===== src/rtl/rtc_pkg.sv =====
package rtc_pkg;
  localparam int HOUR_MODE_BIT = 7;
  localparam int HOUR_PM_BIT   = 5;

  // Advance a two-digit BCD value by one, carrying ones into tens.
  function automatic logic [7:0] bcd_inc(input logic [7:0] v);
    if (v[3:0] >= 4'd9) return {v[7:4] + 4'd1, 4'd0};
    return {v[7:4], v[3:0] + 4'd1};
  endfunction

  function automatic int unsigned bcd_to_bin(input logic [7:0] v);
    return int'(v[7:4]) * 10 + int'(v[3:0]);
  endfunction
endpackage


===== src/rtl/rtc_bcd_step.sv =====
module rtc_bcd_step #(
  parameter int W = 8
) (
  input  logic [W-1:0] cur,
  input  logic         en,
  input  logic [W-1:0] lo,
  input  logic [W-1:0] hi,
  output logic [W-1:0] nxt,
  output logic         wrap
);
  import rtc_pkg::*;

  always_comb begin
    nxt  = cur;
    wrap = 1'b0;
    if (en) begin
      if (cur >= hi) begin
        nxt  = lo;
        wrap = 1'b1;
      end else begin
        nxt = bcd_inc(cur);
      end
    end
  end
endmodule


===== src/rtl/rtc_hour_step.sv =====
module rtc_hour_step #(
  parameter int W = 8
) (
  input  logic [W-1:0] cur,
  input  logic         en,
  output logic [W-1:0] nxt,
  output logic         day_wrap
);
  import rtc_pkg::*;

  logic       mode24;
  logic       pm;
  logic [7:0] h24;
  logic [7:0] h12;

  assign mode24 = cur[HOUR_MODE_BIT];
  assign pm     = cur[HOUR_PM_BIT];
  assign h24    = {2'b00, cur[5:0]};
  assign h12    = {3'b000, cur[4:0]};

  always_comb begin
    nxt      = cur;
    day_wrap = 1'b0;
    if (en) begin
      if (mode24) begin
        if (h24 >= 8'h23) begin
          nxt      = {cur[7:6], 6'h00};
          day_wrap = 1'b1;
        end else begin
          nxt = {cur[7:6], 6'(bcd_inc(h24))};
        end
      end else begin
        if (h12 >= 8'h12) begin
          nxt = {cur[7:6], pm, 5'h01};
        end else if (h12 == 8'h11) begin
          nxt      = {cur[7:6], ~pm, 5'h12};
          day_wrap = pm;
        end else begin
          nxt = {cur[7:6], pm, 5'(bcd_inc(h12))};
        end
      end
    end
  end
endmodule


===== src/rtl/rtc_month_len.sv =====
module rtc_month_len #(
  parameter int LEAP_PERIOD = 4
) (
  input  logic [7:0] month,
  input  logic [7:0] year,
  output logic [7:0] last_day
);
  import rtc_pkg::*;

  logic leap;
  assign leap = (bcd_to_bin(year) % LEAP_PERIOD) == 0;

  always_comb begin
    unique case (month)
      8'h02:                      last_day = leap ? 8'h29 : 8'h28;
      8'h04, 8'h06, 8'h09, 8'h11: last_day = 8'h30;
      default:                    last_day = 8'h31;
    endcase
  end
endmodule


===== src/rtl/bcd_rtc_core.sv =====
module bcd_rtc_core #(
  parameter int         DOW_DAYS    = 7,
  parameter int         LEAP_PERIOD = 4,
  parameter logic [7:0] SM_LAST     = 8'h59,
  parameter logic [7:0] MONTH_LAST  = 8'h12,
  parameter logic [7:0] YEAR_LAST   = 8'h99
) (
  input  logic       clk,
  input  logic       rst,
  input  logic       tick,
  input  logic       load,
  input  logic [7:0] ld_sec,
  input  logic [7:0] ld_min,
  input  logic [7:0] ld_hour,
  input  logic [7:0] ld_date,
  input  logic [7:0] ld_month,
  input  logic [7:0] ld_year,
  input  logic [2:0] ld_dow,
  output logic [7:0] sec,
  output logic [7:0] min,
  output logic [7:0] hour,
  output logic [7:0] date,
  output logic [7:0] month,
  output logic [7:0] year,
  output logic [2:0] dow
);
  localparam int          SM_STAGES = 2;
  localparam logic [2:0]  DOW_MAX   = 3'(DOW_DAYS - 1);

  // Seconds and minutes share one structure; chained via generate.
  logic [SM_STAGES-1:0][7:0] sm_cur;
  logic [SM_STAGES-1:0][7:0] sm_nxt;
  logic [SM_STAGES:0]        sm_en;

  assign sm_cur[0] = sec;
  assign sm_cur[1] = min;
  assign sm_en[0]  = tick;

  for (genvar gi = 0; gi < SM_STAGES; gi++) begin : g_sm
    logic w;
    rtc_bcd_step #(.W(8)) u_step (
      .cur (sm_cur[gi]),
      .en  (sm_en[gi]),
      .lo  (8'h00),
      .hi  (SM_LAST),
      .nxt (sm_nxt[gi]),
      .wrap(w)
    );
    assign sm_en[gi+1] = w;
  end

  logic [7:0] hour_nxt;
  logic       day_en;
  rtc_hour_step #(.W(8)) u_hour (
    .cur     (hour),
    .en      (sm_en[SM_STAGES]),
    .nxt     (hour_nxt),
    .day_wrap(day_en)
  );

  logic [7:0] last_day;
  rtc_month_len #(.LEAP_PERIOD(LEAP_PERIOD)) u_mlen (
    .month   (month),
    .year    (year),
    .last_day(last_day)
  );

  logic [7:0] date_nxt, month_nxt, year_nxt;
  logic       month_en, year_en, year_wrap;

  rtc_bcd_step #(.W(8)) u_date (
    .cur(date), .en(day_en), .lo(8'h01), .hi(last_day),
    .nxt(date_nxt), .wrap(month_en)
  );
  rtc_bcd_step #(.W(8)) u_month (
    .cur(month), .en(month_en), .lo(8'h01), .hi(MONTH_LAST),
    .nxt(month_nxt), .wrap(year_en)
  );
  rtc_bcd_step #(.W(8)) u_year (
    .cur(year), .en(year_en), .lo(8'h00), .hi(YEAR_LAST),
    .nxt(year_nxt), .wrap(year_wrap)
  );

  logic [2:0] dow_nxt;
  always_comb begin
    dow_nxt = dow;
    if (day_en) dow_nxt = (dow >= DOW_MAX) ? 3'd0 : dow + 3'd1;
  end

  always_ff @(posedge clk) begin
    if (rst) begin
      sec   <= 8'h00;
      min   <= 8'h00;
      hour  <= 8'h12;
      date  <= 8'h01;
      month <= 8'h01;
      year  <= 8'h00;
      dow   <= 3'd0;
    end else if (load) begin
      sec   <= ld_sec;
      min   <= ld_min;
      hour  <= ld_hour;
      date  <= ld_date;
      month <= ld_month;
      year  <= ld_year;
      dow   <= ld_dow;
    end else if (tick) begin
      sec   <= sm_nxt[0];
      min   <= sm_nxt[1];
      hour  <= hour_nxt;
      date  <= date_nxt;
      month <= month_nxt;
      year  <= year_nxt;
      dow   <= dow_nxt;
    end
  end

  logic unused_ok;
  assign unused_ok = year_wrap;
endmodule


===== config.mk =====
export PLATFORM = sky130hd
export DESIGN_NAME = bcd_rtc_core
export DESIGN_NICKNAME = d
export VERILOG_FILES = /design/src/rtl/rtc_pkg.sv /design/src/rtl/rtc_bcd_step.sv /design/src/rtl/rtc_hour_step.sv /design/src/rtl/rtc_month_len.sv /design/src/rtl/bcd_rtc_core.sv
export SDC_FILE = /design/constraint.sdc
export NUM_CORES = 1
export LEC_CHECK = 0
export BUFFER_PORTS_ARGS = -buffer_cell sky130_fd_sc_hd__buf_2
export CAP_MARGIN = 25
export CORE_MARGIN = 8
export CORE_UTILIZATION = 50
export DETAILED_ROUTE_END_ITERATION = 16
export GPL_ROUTABILITY_DRIVEN = 0
export GPL_TIMING_DRIVEN = 0
export PLACE_DENSITY = 0.78
export SLEW_MARGIN = 20
export SYNTH_ARGS = -nofsm -noshare
export SYNTH_HDL_FRONTEND = slang
export SYNTH_SLANG_ARGS = --single-unit

===== constraint.sdc =====
create_clock -name clk -period 4.65 [get_ports clk]
set_clock_uncertainty 0.1 [all_clocks]
set_input_delay 0.6975 -clock clk [delete_from_list [all_inputs] [get_ports clk]]
set_output_delay 0.6975 -clock clk [all_outputs]
set_load 0.02 [all_outputs]

==> results of run 1 <==
flip-flops by register name, indices dropped and copies added, names as in the netlist:
register	count
date	8
dow	3
hour	8
min	8
month	8
sec	8
year	8
power by group:
group	switching (mW)	internal, mW	total [mW]
Sequential	0.0431	0.466	0.509
Clock	0.158	0.158	0.316
Combinational	0.186	0.119	0.305
synth_stat cells (6+ instances only):
| cell type | count |
|---|---|
| a21oi_1 | 29 |
| ha_1 | 37 |
| clkbuf_1 | 15 |
| dfxtp_1 | 51 |
| nor3_1 | 7 |
| nor2_1 | 47 |
| a221oi_1 | 9 |
| nand2_1 | 28 |
| nand3_1 | 19 |
| o21ai_0 | 19 |
| o31ai_1 | 6 |
| a211oi_1 | 14 |
| a22oi_1 | 8 |
| a31oi_1 | 10 |
| inv_1 | 31 |
logic make-up after synthesis:
group | after synthesis | synth area share
AND/OR/NAND/NOR | 148 | 0.218
adder cells (fa/ha/maj) | 37 | 0.128
AO/OA/AOI/OAI | 140 | 0.286
multiplexers | 4 | 0.0111
XOR/XNOR | 5 | 0.0121
buffers and inverters | 54 | 0.0607
flip-flops | 51 | 0.283
cells in the final DEF (no fill, tap or decap), types with 4 or more instances in the layout:
master,instances
a221oi_1,9
a22oi_1,8
nor2_1,47
o211ai_1,5
o21ai_0,19
xnor2_1,4
mux2i_1,4
nor3_1,7
nand4b_1,5
nand3_1,19
a311oi_1,5
buf_2,108
nand3b_1,4
o31ai_1,6
a21o_1,4
a211oi_1,14
a21oi_1,29
nand2b_1,4
clkbuf_8,5
and2_1,4
clkbuf_1,15
inv_1,31
nand2_1,28
ha_1,37
a31oi_1,10
dfxtp_1,51
worst max-delay path: cells and delay by family, from the launching register on:
family,cells,cell delay (ns)
simple gates,3,0.83
flops,1,0.47
fa+ha+maj,2,0.49
buf+inv,1,0.14
compound gates,8,1.45
per-stage QoR:
step	util	instance area (um^2)	hold WS, ns	total power [mW]	setup WS, ns
floorplan	-	3610	0.442	0.714	1.39
global placement	0.596	4250	0.360	0.812	1.25
detailed placement	0.596	4250	0.373	0.822	1.14
CTS	0.610	4360	0.389	1.13	1.13
global route	0.610	4360	0.423	1.18	0.724
finish	0.610	4360	0.384	1.13	1.09
routing by layer:
| metal | wire, um | GRT usage | part of all wire | vias up |
|---|---|---|---|---|
| met3 | 924 | 0.0477 | 0.084 | 21 |
| met1 | 4800 | 0.262 | 0.44 | 1796 |
| met5 | 0 | 0 | 0 | - |
| met4 | 241 | 0.0710 | 0.022 | 0 |
| li1 | - | - | - | 1850 |
| met2 | 5040 | 0.351 | 0.46 | 169 |
how the worst max path moves through the flow:
stage                                from              endpoint  slack (ns)  cells after the start
global route        month[0]$_SDFFE_PP1P_  date[4]$_SDFFE_PP0P_        0.72                     14
CTS                 month[0]$_SDFFE_PP1P_  date[5]$_SDFFE_PP0P_        1.13                     14
finish              month[0]$_SDFFE_PP1P_  date[4]$_SDFFE_PP0P_        1.09                     14
floorplan           month[0]$_SDFFE_PP1P_  date[4]$_SDFFE_PP0P_        1.39                     14
detailed placement  month[0]$_SDFFE_PP1P_  date[5]$_SDFFE_PP0P_        1.14                     14
global placement    month[0]$_SDFFE_PP1P_  date[6]$_SDFFE_PP0P_        1.25                     14
cell type report:
type | instances | area (um^2)
buffer | 22 | 98.8
clock buffer | 5 | 68.8
clock inverter | 2 | 37.5
fill | 679 | 2780
inverter | 32 | 120
multi-input combinational | 334 | 2370
sequential | 51 | 1020
tap | 99 | 124
timing repair buffer | 104 | 520
==> results.toml, run 1 <==
[run_status]
status = "finished clean"

[timing]
slew_violations = 0
final.setup.tns_ns = 0
rsz0062_at_grt = "no"
finalHoldViolations = 0
setup_viol = 0
tightest_slew_ns = 0.710
finalCritPeriodShare = 0.767
slew_headroom = 0.520
max_freq_mhz = 281
fin_crit_ns = 3.56

[power]
p_leak_nw = 1.93
irDropWorstVdd_uv = 191
p_per_area_mw_per_mm2 = 259

[logic_synthesis]
synth_seq_cells = 51
synth_area_leaders = "dfxtp_1 (28%), ha_1 (13%), nor2_1 (4.9%), a21oi_1 (4.0%), inv_1 (3.2%)"
synth_nets = 531
avgSynthCellArea_um2 = 8.21
syn_area_mm2 = 0.00361
yosysWarnings = 0
yosysTopAreaCell = "dfxtp_1"
ys_seq_area_frac = 0.283
netlist.area_leader.share = 0.283
syn_inst = 439
synth_flop_cell = "dfxtp_1"
async_reset_ff_frac = 0
synth-edff-count = 0
ys_types = 72

[route]
ant_nets = 0
drc_errors = 0
detailedRoute.firstIterationViolations = 230
route.vias.total = 3836
first_pass_iters = 4
vias_per_cell = 5.91
wl_per_cell_um = 16.9
routed_wl_um = 11000

[place]
portBuffers = 104
dp.final_hpwl_um = 8480
dp_cells = 642

[clock_tree]
clk_latency_ns = 0.31
path_clk_slew_ns = 0.10
ctsResizeCount = 0
hold_buffers = 0
cts-buffers-inserted = 5
clk_path_buf_depth = 2
post_cts_buffers = 0
cts_root_buf = "clkbuf_8"
cts.sinks = 51
cts_tree = "built"
htree_levels = 2

[global_routing]
grt_antenna_before_repair = 0
grt_pass1_wl_um = 17600
grt-ovfl-total = 0
grt_max_degree = 16
grt_usage = 0.211
grt_pass1_vias = 3763

[min_path]
min_to = "date[6]$_SDFFE_PP0P_"
holdPathStages = 2
min_path_type = "reg -> reg"
hold_start = "date[6]$_SDFFE_PP0P_"

[die]
fp.dieH_um = 101
die_w_um = 101
row_count = 31
initial_utilization = 0.505
dieArea_mm2 = 0.0102
io_pins = 106
core_area_mm2 = 0.00714

[final_layout]
layoutNonFillerInstCount = 649
area_delta_synth_final_pct = 20.8
diodes = 0
fin_nets = 642
drive_gt1_frac = 0.251

[worst_setup_path]
worstSetupEndpointType = "register"
slowest_stage = "or4_4"
startpoint_type = "register"
cp.arrival_ns = 3.68
crit_chain = "inv_1, ha_1, o211ai_1, a21oi_1, a31oi_1, nor3_1, a21oi_1, ha_1, nor4b_1, o21ai_1, or4_4, a31oi_4, a221oi_1, a211oi_1"
r2r_cells = 14
r2r-start = "month[0]$_SDFFE_PP1P_"
critPathRequiredTime_ns = 4.77
r2r_setup_slack_ns = 1.09
r2r-end = "date[4]$_SDFFE_PP0P_"
critPathMaxStageDelay_ns = 0.48
timing_worst_setup_path_type = "reg -> reg"
cp_max_fo = 8

[job]
drv_cap = 0
(Power assumes the default switching activity.)
==> run 2: changes to the inputs <==
==> constraint.sdc (replaced) <==
create_clock -name clk -period 3.5 [get_ports clk]
set_clock_uncertainty 0.1 [all_clocks]
set_input_delay 0.525 -clock clk [delete_from_list [all_inputs] [get_ports clk]]
set_output_delay 0.525 -clock clk [all_outputs]
set_load 0.02 [all_outputs]
==> results.toml, run 2 (synthesis results as in run 1) <==
[worst_setup_path]
critPathMaxStageDelay_ns = 0.48
cp.arrival_ns = 3.41
cp_max_fo = 6
r2r_cells = 13
crit_chain = "inv_1, ha_1, nor2b_1, nand4b_1, a21oi_1, a21oi_1, ha_1, nor4b_4, o21ai_2, o31ai_2, nor3_2, a211oi_1, a211oi_1"
startpoint_type = "register"
crit_family = "compound AO/OA/AOI/OAI gates"
r2r-start = "month[5]$_SDFFE_PP0P_"
slowest_stage = "o31ai_2"
r2r_setup_slack_ns = 0.16
critPathRequiredTime_ns = 3.57
timing_worst_setup_path_type = "reg -> reg"
r2r-end = "year[1]$_SDFFE_PP0P_"
worstSetupEndpointType = "register"
cp_num_buf_inv = 1

[clock_tree]
cts.sinks = 51
hold_buffers = 0
cts-buffers-inserted = 5
cts_tree = "built"
clk_path_buf_depth = 2
clk_latency_ns = 0.31
cts_root_buf = "clkbuf_8"
path_clk_slew_ns = 0.10
htree_levels = 2

[timing]
slew_headroom = 0.535
fin_crit_ns = 3.34
max_freq_mhz = 299
setup_viol = 0
fin_ws_ns = 0.157
finalHoldViolations = 0
tightest_slew_ns = 0.691
slew_violations = 0
rsz0062_at_grt = "yes"
finalCritPeriodShare = 0.955

[die]
core_area_mm2 = 0.00714
dieArea_mm2 = 0.0102
initial_utilization = 0.505
fp.dieH_um = 101
row_count = 31
die_w_um = 101
io_pins = 106

[min_path]
min_to = "hour[1]$_SDFFE_PP1P_"
min_path_type = "in -> reg"
hold_start = "ld_hour[1]"
holdPathStages = 2

[power]
intPower_mw = 0.992
irDropWorstVdd_uv = 254
combPwrFrac = 0.276
p_leak_nw = 1.96
power_switching_mw = 0.514
clockPowerShare = 0.274
power_mw = 1.51
p_sw_frac = 0.341
pwr-share-seq = 0.450
p_per_area_mw_per_mm2 = 341

[final_layout]
drive_gt1_frac = 0.267
diodes = 0
most-common-layout-cells = "buf_2 (108), dfxtp_1 (49), nor2_1 (47), ha_1 (37), inv_1 (31)"
fin_nets = 646
area_delta_synth_final_pct = 22.6
nFillCells = 663
layout_commonest_cell = "buf_2"

[global_routing]
grt-ovfl-total = 0
grt_antenna_before_repair = 0
grt_usage = 0.211
grt_max_degree = 16
grt_pass1_vias = 3763
grt_pass1_wl_um = 17600

[route]
detailedRoute.firstIterationViolations = 229
first_pass_iters = 4
route.vias.total = 3884
wl_per_cell_um = 17.0
vias_per_cell = 5.95
drc_errors = 0
routed_wl_um = 11100
ant_nets = 0

[job]
drv_cap = 0

[run_status]
status = "finished clean"

[place]
dp_worst_setup_slack_ns = -0.0124
portBuffers = 104
dp.final_hpwl_um = 8480
run 2: through the flow:
step	cell area [um^2]	utilization	TNS [ns]	std cells	hold WS, ns
after global placement	4250	0.596	0	642	0.360
after floorplan	3610	-	0	439	0.442
after detailed placement	4250	0.596	-0.0124	642	0.373
after global routing	4420	0.620	-0.296	653	0.336
after CTS	4360	0.611	0	649	0.327
final	4420	0.620	0	653	0.326
run 2: worst max-delay path by stage:
| stage | cells past startpoint | endpoint | from |
|---|---|---|---|
| after floorplan | 14 | date[4]$_SDFFE_PP0P_ | month[0]$_SDFFE_PP1P_ |
| after global placement | 14 | date[6]$_SDFFE_PP0P_ | month[0]$_SDFFE_PP1P_ |
| after detailed placement | 14 | date[5]$_SDFFE_PP0P_ | month[0]$_SDFFE_PP1P_ |
| after CTS | 14 | date[5]$_SDFFE_PP0P_ | month[1]$_SDFFE_PP0P_ |
| after global routing | 13 | year[4]$_SDFFE_PP0P_ | month[5]$_SDFFE_PP0P_ |
| final | 13 | year[1]$_SDFFE_PP0P_ | month[5]$_SDFFE_PP0P_ |
run 2: power by group through the flow:
| stage | combinational [mW] | clock [mW] | sequential (mW) |
|---|---|---|---|
| after CTS | 0.405 | 0.421 | 0.676 |
| final | 0.415 | 0.413 | 0.678 |
| after floorplan | 0.225 | 0 | 0.723 |
| after global routing | 0.456 | 0.443 | 0.685 |
| after detailed placement | 0.403 | 0 | 0.688 |
| after global placement | 0.393 | 0 | 0.687 |
run 2: area by class of cell:
class / count / area [um^2] / area share
buffer: 22 / 98.8 / 0.0224
clock buffer: 5 / 68.8 / 0.0156
clock inverter: 2 / 37.5 / 0.00849
inverter: 32 / 120 / 0.0272
multi-input combinational: 334 / 2400 / 0.542
sequential: 51 / 1030 / 0.232
tap: 99 / 124 / 0.0280
timing repair buffer: 108 / 551 / 0.125
run 2: routing by layer:
| layer | GRT usage | part of all wire |
|---|---|---|
| met1 | 0.262 | 0.43 |
| met2 | 0.351 | 0.46 |
| met3 | 0.0477 | 0.091 |
| met4 | 0.0710 | 0.017 |
| met5 | 0 | 0 |
run 2: timing repair:
| action | CTS | global route |
|---|---|---|
| resized for setup | 1 | 7 |
| pin swaps | 0 | 4 |
| buffers inserted | 0 | 4 |
| setup endpoints to repair | 2 | 22 |
| cloned | 0 | 0 |
==> run 3: changes to the inputs <==
==> constraint.sdc (replaced) <==
create_clock -name clk -period 3.5 [get_ports clk]
set_clock_uncertainty 0.1 [all_clocks]
set_input_delay 0.525 -clock clk [delete_from_list [all_inputs] [get_ports clk]]
set_output_delay 0.525 -clock clk [all_outputs]
set_load 0.05 [all_outputs]
==> results.toml, run 3 (synthesis results as in run 1) <==
[final_layout]
drive_gt1_frac = 0.272
multi_input_area_mm2 = 0.00241
layout_commonest_cell = "buf_2"
fin_nets = 648
diodes = 0
most-common-layout-cells = "buf_2 (108), dfxtp_1 (49), nor2_1 (47), ha_1 (37), inv_1 (31)"
area_delta_synth_final_pct = 23.5
nFillCells = 641
regArea_mm2 = 0.00102
final_util = 0.624
layoutNonFillerInstCount = 655

[min_path]
min_path_type = "in -> reg"

[route]
drc_errors = 0
route.vias.total = 3904
ant_nets = 0
detailedRoute.firstIterationViolations = 245
routed_wl_um = 11400
first_pass_iters = 4
vias_per_cell = 5.96
wl_per_cell_um = 17.5

[die]
core_area_mm2 = 0.00714
fp.dieH_um = 101
row_count = 31
io_pins = 106
die_w_um = 101
initial_utilization = 0.505
dieArea_mm2 = 0.0102

[run_status]
status = "finished clean"

[worst_setup_path]
crit_chain = "inv_1, ha_1, o211ai_1, a21oi_1, a31oi_1, nor3_2, a21oi_2, ha_1, nor4b_4, o21ai_2, or3_1, a31oi_4, buf_4, o21ai_0, a21oi_1"
critPathRequiredTime_ns = 3.65
cp.arrival_ns = 3.45
timing_worst_setup_path_type = "reg -> reg"
worstSetupEndpointType = "register"
cp_num_buf_inv = 2
r2r_setup_slack_ns = 0.19
slowest_stage = "or3_1"
crit_family = "compound AO/OA/AOI/OAI gates"
critPathMaxStageDelay_ns = 0.41
cp_max_fo = 8
startpoint_type = "register"

[place]
portBuffers = 104
dp.final_hpwl_um = 8550
dp_cells = 642

[power]
p_leak_nw = 1.97
p_per_area_mw_per_mm2 = 361
power_mw = 1.61
irDropWorstVdd_uv = 176

[timing]
max_freq_mhz = 302
tightest_slew_ns = 0.670
slew_violations = 0
finalCritPeriodShare = 0.945
final.setup.tns_ns = 0
fin_crit_ns = 3.31
finalHoldViolations = 0
slew_headroom = 0.550
setup_viol = 0

[clock_tree]
clk_latency_ns = 0.31
path_clk_slew_ns = 0.10
cts_tree = "built"
cts-buffers-inserted = 5
cts_root_buf = "clkbuf_8"
htree_levels = 2
hold_buffers = 0
clk_path_buf_depth = 2
cts.sinks = 51

[global_routing]
grt_antenna_before_repair = 0
grt_usage = 0.220
grt_max_degree = 16
grt-ovfl-total = 0
grt_pass1_vias = 3837
grt_pass1_wl_um = 18300

[job]
drv_cap = 0
==> run 3: timing repair <==
| action | 4_1_cts | 5_1_grt |
|---|---|---|
| endpoints found under the setup margin | 0 | 22 |
| buffers inserted | 0 | 6 |
| gates resized for setup | 0 | 8 |
==> run 3: per-stage QoR <==
stage	area [um^2]	hold WS (ns)	worst slack, ns
6_report	4450	0.320	0.193
5_1_grt	4450	0.317	-0.0380
4_1_cts	4360	0.311	0.0192
3_5_place_dp	4250	0.358	0.0538
3_3_place_gp	4250	0.357	0.158
2_1_floorplan	3610	0.547	0.147
==> run 3: path summary, 6_finish.rpt <==
kind	startpoint	end	cells past startpoint
worst max-delay path	month[0]$_SDFFE_PP1P_	month[6]$_SDFFE_PP0P_	15
worst min-delay path	ld_hour[1]	hour[1]$_SDFFE_PP1P_	2
worst max register to register	month[0]$_SDFFE_PP1P_	month[6]$_SDFFE_PP0P_	15
worst min register to register	date[6]$_SDFFE_PP0P_	date[6]$_SDFFE_PP0P_	2
==> run 3: power breakdown <==
part | leakage (nW) | total [mW] | switching (mW) | internal (mW)
sequential | 0.421 | 0.678 | 0.0583 | 0.620
clock | 0.0502 | 0.418 | 0.208 | 0.209
combinational | 1.50 | 0.511 | 0.345 | 0.167
==> run 3: area by class of cell <==
class | count | area share
buffer | 22 | 0.0222
inverter | 32 | 0.0270
tap | 99 | 0.0278
timing repair buffer | 110 | 0.127
multi-input combinational | 334 | 0.542
clock inverter | 2 | 0.00843
clock buffer | 5 | 0.0155
sequential | 51 | 0.230
==> run 3: per-layer routing <==
layer	routed length, um	up-vias	track usage
met2	5430	176	0.362
met1	4950	1848	0.278
li1	-	1865	-
met3	911	15	0.0428
met4	137	0	0.0790
met5	0	-	0
==> run 3: worst reg2reg max path, stage by stage (launching register included) <==
cell and delay, ns:
dfxtp_2 0.37, inv_1 0.11, ha_1 0.24, o211ai_1 0.10
a21oi_1 0.17, a31oi_1 0.06, nor3_2 0.24, a21oi_2 0.10
ha_1 0.32, nor4b_4 0.25, o21ai_2 0.15, or3_1 0.41
a31oi_4 0.27, buf_4 0.16, o21ai_0 0.08, a21oi_1 0.13
